File: config.mk
export PLATFORM = sky130hd
export DESIGN_NAME = cpx_trap_unit
export DESIGN_NICKNAME = d
export VERILOG_FILES = /design/src/rtl/cpx_pkg.sv /design/src/rtl/cpx_ctrl_reg.sv /design/src/rtl/cpx_trap_rule.sv /design/src/rtl/cpx_fault_out.sv /design/src/rtl/cpx_trap_unit.sv
export SDC_FILE = /design/constraint.sdc
export NUM_CORES = 1
export LEC_CHECK = 0
export BUFFER_PORTS_ARGS = -buffer_cell sky130_fd_sc_hd__buf_2
export CORE_AREA = 2 2 39 41
export CTS_CLUSTER_SIZE = 10
export DETAILED_ROUTE_END_ITERATION = 8
export DIE_AREA = 0 0 41 43
export MAX_ROUTING_LAYER = met4
export PLACE_DENSITY_LB_ADDON = 0.1
export SYNTH_ARGS = -nofsm -noshare
export SYNTH_HDL_FRONTEND = slang
export SYNTH_SLANG_ARGS = --single-unit
File: constraint.sdc
create_clock -name clk -period 1.7 [get_ports clk]
set_input_delay 0.17 -clock clk [delete_from_list [all_inputs] [get_ports clk]]
set_output_delay 0.17 -clock clk [all_outputs]
set_load 0.03 [all_outputs]
File: src/rtl/cpx_pkg.sv
package cpx_pkg;

   typedef enum logic [1:0] {
      CLS_OTHER = 2'b00,
      CLS_FP    = 2'b01,
      CLS_WAIT  = 2'b10,
      CLS_RSVD  = 2'b11
   } ins_cls_e;

   localparam int unsigned CTRL_BITS  = 4;
   localparam int unsigned BIT_PROT   = 0;
   localparam int unsigned BIT_WWATCH = 1;
   localparam int unsigned BIT_FPEMU  = 2;
   localparam int unsigned BIT_CTXSW  = 3;

   typedef struct packed {
      logic ctxsw;
      logic fpemu;
      logic wwatch;
      logic prot;
   } ctrl_t;

endpackage

File: src/rtl/cpx_ctrl_reg.sv
module cpx_ctrl_reg
   import cpx_pkg::*;
#(
   parameter int unsigned CTRL_W = CTRL_BITS
)(
   input  logic              clk,
   input  logic              rst_n,
   input  logic              wr_en,
   input  logic [CTRL_W-1:0] wr_data,
   input  logic              task_sw,
   input  logic              clr_flag,
   output logic [CTRL_W-1:0] ctrl_q
);

   for (genvar g = 0; g < CTRL_W; g++) begin : g_bit
      logic bit_q;
      logic bit_d;

      if (g == BIT_CTXSW) begin : g_flag
         // hardware set beats software clear beats software write
         always_comb begin
            if (task_sw)       bit_d = 1'b1;
            else if (clr_flag) bit_d = 1'b0;
            else if (wr_en)    bit_d = wr_data[g];
            else               bit_d = bit_q;
         end
      end else begin : g_plain
         always_comb bit_d = wr_en ? wr_data[g] : bit_q;
      end

      always_ff @(posedge clk) begin
         if (!rst_n) bit_q <= 1'b0;
         else        bit_q <= bit_d;
      end

      assign ctrl_q[g] = bit_q;
   end

endmodule

File: src/rtl/cpx_trap_rule.sv
module cpx_trap_rule
   import cpx_pkg::*;
(
   input  ctrl_t    ctrl,
   input  logic     ins_valid,
   input  ins_cls_e ins_class,
   output logic     trap
);

   logic fp_trap;
   logic wait_trap;

   // emulation or a pending context switch stops floating-point work
   assign fp_trap   = ctrl.fpemu | ctrl.ctxsw;
   // WAIT only stops when monitoring is on and a switch is pending
   assign wait_trap = ctrl.ctxsw & ctrl.wwatch;

   always_comb begin
      trap = 1'b0;
      if (ins_valid) begin
         unique case (ins_class)
            CLS_FP:   trap = fp_trap;
            CLS_WAIT: trap = wait_trap;
            default:  trap = 1'b0;
         endcase
      end
   end

endmodule

File: src/rtl/cpx_fault_out.sv
module cpx_fault_out #(
   parameter int unsigned VEC_W     = 8,
   parameter int unsigned TRAP_VEC  = 7,
   parameter bit          IDLE_ZERO = 1'b1
)(
   input  logic             clk,
   input  logic             rst_n,
   input  logic             trap,
   output logic             fault_req,
   output logic [VEC_W-1:0] fault_vec
);

   localparam logic [VEC_W-1:0] VEC_CODE = VEC_W'(TRAP_VEC);

   always_ff @(posedge clk) begin
      if (!rst_n) fault_req <= 1'b0;
      else        fault_req <= trap;
   end

   if (IDLE_ZERO) begin : g_gated
      assign fault_vec = fault_req ? VEC_CODE : '0;
   end else begin : g_const
      assign fault_vec = VEC_CODE;
   end

endmodule

File: src/rtl/cpx_trap_unit.sv
module cpx_trap_unit
   import cpx_pkg::*;
#(
   parameter int unsigned VEC_W     = 8,
   parameter int unsigned TRAP_VEC  = 7,
   parameter bit          IDLE_ZERO = 1'b1
)(
   input  logic             clk,
   input  logic             rst_n,
   input  logic             wr_en,
   input  logic [3:0]       wr_data,
   input  logic             task_sw,
   input  logic             clr_flag,
   input  logic             ins_valid,
   input  logic [1:0]       ins_class,
   output logic             fault_req,
   output logic [VEC_W-1:0] fault_vec,
   output logic             real_mode
);

   localparam int unsigned VEC_NEED = $clog2(TRAP_VEC + 1);

   if (VEC_W < VEC_NEED) begin : g_bad_vec
      $error("vector field too narrow for trap number");
   end
   if (VEC_W > 32) begin : g_bad_wide
      $error("vector field wider than 32 bits");
   end

   logic [CTRL_BITS-1:0] ctrl_q;
   ctrl_t                ctrl_s;
   logic                 trap;

   cpx_ctrl_reg #(.CTRL_W(CTRL_BITS)) u_reg (
      .clk      (clk),
      .rst_n    (rst_n),
      .wr_en    (wr_en),
      .wr_data  (wr_data),
      .task_sw  (task_sw),
      .clr_flag (clr_flag),
      .ctrl_q   (ctrl_q)
   );

   assign ctrl_s = ctrl_t'(ctrl_q);

   cpx_trap_rule u_rule (
      .ctrl      (ctrl_s),
      .ins_valid (ins_valid),
      .ins_class (ins_cls_e'(ins_class)),
      .trap      (trap)
   );

   cpx_fault_out #(
      .VEC_W     (VEC_W),
      .TRAP_VEC  (TRAP_VEC),
      .IDLE_ZERO (IDLE_ZERO)
   ) u_out (
      .clk       (clk),
      .rst_n     (rst_n),
      .trap      (trap),
      .fault_req (fault_req),
      .fault_vec (fault_vec)
   );

   assign real_mode = ~ctrl_s.prot;

endmodule

Yosys cells after proc, flatten, opt, wreduce, memory -nomap -nowiden
Cells that the tools add are included.
{"block": "word_totals", "n_memories": 0, "latch_bits": 0, "word_cells": 17, "out_inout_bits": 10, "inputBits": 12, "mem_bits_ro": 0, "register_bits": 5, "ramBits": 0}
{"block": "classes", "muxes": 5, "n_eq_ne": 2, "n_bitwise": 3, "div": 0, "n_lt_le_gt_ge": 0, "shift": 0, "multipliers": 0, "add_sub_neg": 0, "n_reduce_logical": 2}
{"op": "2-to-1 mux 1 bit", "count": 3}
{"op": "2-to-1 mux 3 bit", "count": 1}
{"op": "nonzero test 3 bit", "count": 1}
{"op": "== test 2 x 1 -> 1 bit (second input constant)", "count": 1}
{"op": "== test 2 bit (second input constant)", "count": 1}
{"op": "one-hot mux 1 bit (2 select lines)", "count": 1}
{"op": "AND reduction 2 bit", "count": 1}
{"op": "bitwise AND 1 bit", "count": 1}
{"op": "inverter 1 bit", "count": 1}
{"op": "OR 1 bit", "count": 1}

Logic depth before layout (Yosys ltp)
{"block": "logic_depth", "ltp_word": 3, "depth_mapped": 4, "mapped_depth_nobuf": 4}

By module
From an unflattened synthesis, not the netlist that was laid out.
{"block": "hier_totals", "hier_cells": 38, "area_unflattened_um2": 344.1}
{"module": "cpx_ctrl_reg", "area_each_um2": 192.7, "instances": 1, "cells_per_inst": 19, "seq_area_each_um2": 80.1}
{"module": "cpx_fault_out", "area_each_um2": 90.1, "instances": 1, "cells_per_inst": 11, "seq_area_each_um2": 20.0}
{"module": "cpx_trap_rule", "area_each_um2": 57.6, "instances": 1, "cells_per_inst": 7, "seq_area_each_um2": 0.0}
{"module": "cpx_trap_unit", "area_each_um2": 3.8, "instances": 1, "cells_per_inst": 1, "seq_area_each_um2": 0.0}

Worst setup path before layout
Ideal clock, no wire load.
{"block": "synth_timing", "path_type": "register -> output", "startpoint": "register u_out.fault_req", "endpoint": "output fault_vec[0]", "arrival_ps": 739, "stages_incl_launch_ff": 2, "path_buffers": 1, "path_slack_ps": 791, "required_ps": 1530, "cell_sequence": "dfxtp_1 -> buf_4"}
{"block": "synth_between", "elab_chain_len": 1}
{"item": "from (decl)", "line": "cpx_fault_out.sv:9", "rtl": "output logic fault_req,"}
{"item": "from (signal assigned)", "line": "cpx_fault_out.sv:17", "rtl": "else fault_req <= trap;"}
{"item": "2-to-1 mux 3 bit", "line": "cpx_fault_out.sv:21", "rtl": "assign fault_vec = fault_req ? VEC_CODE : '0;"}
{"item": "to (decl)", "line": "cpx_trap_unit.sv:17", "rtl": "output logic [VEC_W-1:0] fault_vec,"}
Every way passes these cells.

Worst setup path in the final report
{"block": "layout_timing", "startpoint": "register u_out.fault_req", "endpoint": "output fault_req"}
{"item": "to (decl)", "line": "cpx_trap_unit.sv:16", "rtl": "output logic fault_req,"}
No word-level cell between the ends.

==> key figures <==
STA
  • RSZ-0062 raised after global routing: no
  • Crit share post-route: 56.9%
  • Final setup vio count: 0
  • Fin Setup TNS: 0 ns
  • Minimum clock period after layout: 0.968 ns
  • Endpoints failing hold: 0
  • Fin. max-slew vios: 0
  • Clk_skew: 0.00497 ns
  • Fmax: 1.03 GHz

Worst setup path
  • Worst Setup End Kind: primary output
  • Critical path fanouts, max: 4
  • Worst EP arrival: 0.80 ns
  • Crit path kind: register to primary output
  • Worst R2R Path Depth: 2
  • Reg2reg start: u_reg.g_bit[1].bit_q
  • CP Cell Sequence: buf_2
  • Crit path required time: 1.53 ns
  • WP buf/inv: 1
  • Crit-path leading delay family: flip-flops
  • FF-to-FF End: u_out.fault_req
  • Slowest cell delay on critical path: 0.35 ns
  • CP startpoint kind: register
  • CP max-delay cell: dfxtp_1
  • Reg2Reg Setup Slack: 1.02 ns

Power and ir drop
  • Comb pwr share: 18.1%
  • Sequential Power Share: 39.6%
  • Leakage: 0.208 nW
  • Cell internal pwr: 0.235 mW
  • Peak supply drop: 0.411 mV
  • Fraction of power spent switching nets: 27.0%
  • Final Power: 0.322 mW
  • PwrDens: 843 nW/um2
  • NetSw: 0.0868 mW
  • Clock share of power: 42.3%

Synthesis
  • Most frequent cell after synthesis: buf_4
  • Mux cell area share after synthesis: 13.0%
  • Synth top area share: 32.5%
  • Post-synth top flop: dfxtp_1
  • Post-synthesis compound-gate area fraction: 4.88%
  • Synthesis Warnings: 0
  • Synth Area in Simple Gates: 14.6%
  • XOR/XNOR Fraction of Synth Area: 0%
  • FF+latch count, synth: 5
  • Synth area leaders: dfxtp_1 33%, buf_4 22%, mux2i_1 13%
  • Synth Instances: 34
  • Mapped Avg Cell Area: 9.05 um2
  • Synth Cell Area: 308 um2
  • Most frequent cells after synthesis: 9 x buf_4, 5 x dfxtp_1, 4 x mux2i_1, 3 x inv_1, 3 x nor2b_1
  • Count of unique library cells instantiated by Yosys: 12
  • Post-synth ARST share: 0%
  • Cell taking the most area after synthesis: dfxtp_1
  • Seq/Total Area, Yosys: 32.5%
  • EDFF count, synth: 0
  • Post-Synth Adder-Cell Area: 8.13%
  • Largest family of logic cells by synthesized area: buffers and inverters

Drt
  • Total number of vias: 239
  • Routed WL: 519 um
  • WL per Instance: 7.98 um
  • Drt first pass iters: 2
  • Initial DRC Count: 1
  • Vias per cell: 3.68
  • Routed Antenna Nets: 0
  • DR DRC count: 0

Placement
  • Detailed Place HPWL: 428 um
  • Count of input and output buffers: 16
  • Placed standard-cell area: 355 um2
  • Routability cong.: 0.615

Final layout
  • Layout Utilization: 27.6%
  • Syn-to-layout area delta: 24.0%
  • Layout Nets: 64
  • Layout cell share with drive strength beyond 1: 40.8%
  • Antenna diodes: 0
  • Post-route cell area: 382 um2

Clock tree
  • Post-CTS Setup Inserts: 0
  • Clk slew on worst S/H paths: 0.04 ns
  • TritonCTS Sinks: 5
  • Worst skew pair latency: 0.24 ns
  • CTS tree: done
  • Post-CTS sizing: 0
  • Clock root buffer: clkbuf_4
  • H-tree Lvls: 1
  • # hold bufs at CTS: 0
  • Num CTS Buffers: 3
  • Clk buf depth: 2

Worst hold path
  • HP Class: input port to register
  • Hold path cells: 3
  • Hold Path Sink: u_reg.g_bit[3].bit_q
  • Hold Path Origin: task_sw

Floorplanning
  • Die Wd: 41 um
  • Chip Height: 43 um
  • Ports: 22
  • Row cnt: 14
  • DIE AREA: 1760 um2
  • Starting Density: 22.2%
  • CORE AREA: 1380 um2

Global routing
  • Total GRT Usage: 7.72%
  • Global-route wire length before repair: 814 um
  • Total grt overflow: 0
  • Largest net degree at the start of global routing: 7
  • Vias in the first global route: 196
  • Antenna violations before repair: 0

Run status
  • Status: finished clean

Flow run
  • Maximum Capacitance Violations: 0
## registers in the layout, indices dropped and copies added (netlist names)
register / count
u_reg.g_bit.bit_q: 4
u_out.fault_req: 1
## kinds of logic after synthesis
logic type	count (synthesis)
flip-flops	5
adder cells (fa/ha/maj)	2
AO/OA/AOI/OAI	3
other	1
AND/OR/NAND/NOR	7
buffers and inverters	12
multiplexers	4
## per-stage QoR
stage	cells	hold slack, ns	worst slack, ns
after floorplan	38	0.285	0.791
final	65	0.135	0.732
after detailed placement	61	0.379	0.756
after CTS	65	0.131	0.707
after global routing	65	0.136	0.653
after global placement	61	0.374	0.794
## worst reg2reg max path: stages (launching register included)
cell and delay (ns):
dfxtp_1 0.33, a21oi_1 0.07, nor4_2 0.20
## worst max-delay path by stage
stage                    start               to  slack [ns]  cells after the start
2_1_floorplan  u_out.fault_req     fault_vec[0]        0.79                      1
3_3_place_gp      ins_class[0]  u_out.fault_req        0.79                      4
3_5_place_dp      ins_class[0]  u_out.fault_req        0.76                      4
4_1_cts        u_out.fault_req        fault_req        0.71                      1
5_1_grt        u_out.fault_req     fault_vec[0]        0.65                      1
6_report       u_out.fault_req        fault_req        0.73                      1
## placed cells by master, fill, tap and decap left out, types with 2 or more instances in the layout
| cell type | synthesis | final |
|---|---|---|
| buf_2 | 0 | 16 |
| conb_1 | 1 | 5 |
| dfxtp_1 | 5 | 5 |
| mux2i_1 | 4 | 4 |
| inv_1 | 3 | 3 |
| nor2b_1 | 3 | 3 |
| clkbuf_4 | 0 | 3 |
| nand2_1 | 2 | 2 |
| a21oi_1 | 2 | 2 |
| ha_1 | 2 | 2 |
## power groups by stage
| stage | logic (mW) | clock network (mW) | registers, mW |
|---|---|---|---|
| after detailed placement | 0.0587 | 0 | 0.130 |
| after floorplan | 0.0509 | 0 | 0.129 |
| after global routing | 0.0651 | 0.161 | 0.128 |
| final | 0.0583 | 0.136 | 0.127 |
| after global placement | 0.0576 | 0 | 0.130 |
| after CTS | 0.0588 | 0.143 | 0.127 |
## area by class of cell
| class | count | area [um2] |
|---|---|---|
| fillers | 150 | 1000 |
| multi-input cells | 21 | 144 |
| flip-flops and latches | 5 | 100 |
| repair buffers | 16 | 80.1 |
| clock buffers | 4 | 26.3 |
| well taps | 16 | 20.0 |
| inverters | 3 | 11.3 |
## metal layers
metal | track usage, % | routed length [um]
met3 | 9.42 | 78
met4 | 2.00 | 0
met2 | 7.50 | 211
met5 | - | 0
met1 | 9.65 | 230
Power figures use the tool's default switching activity.
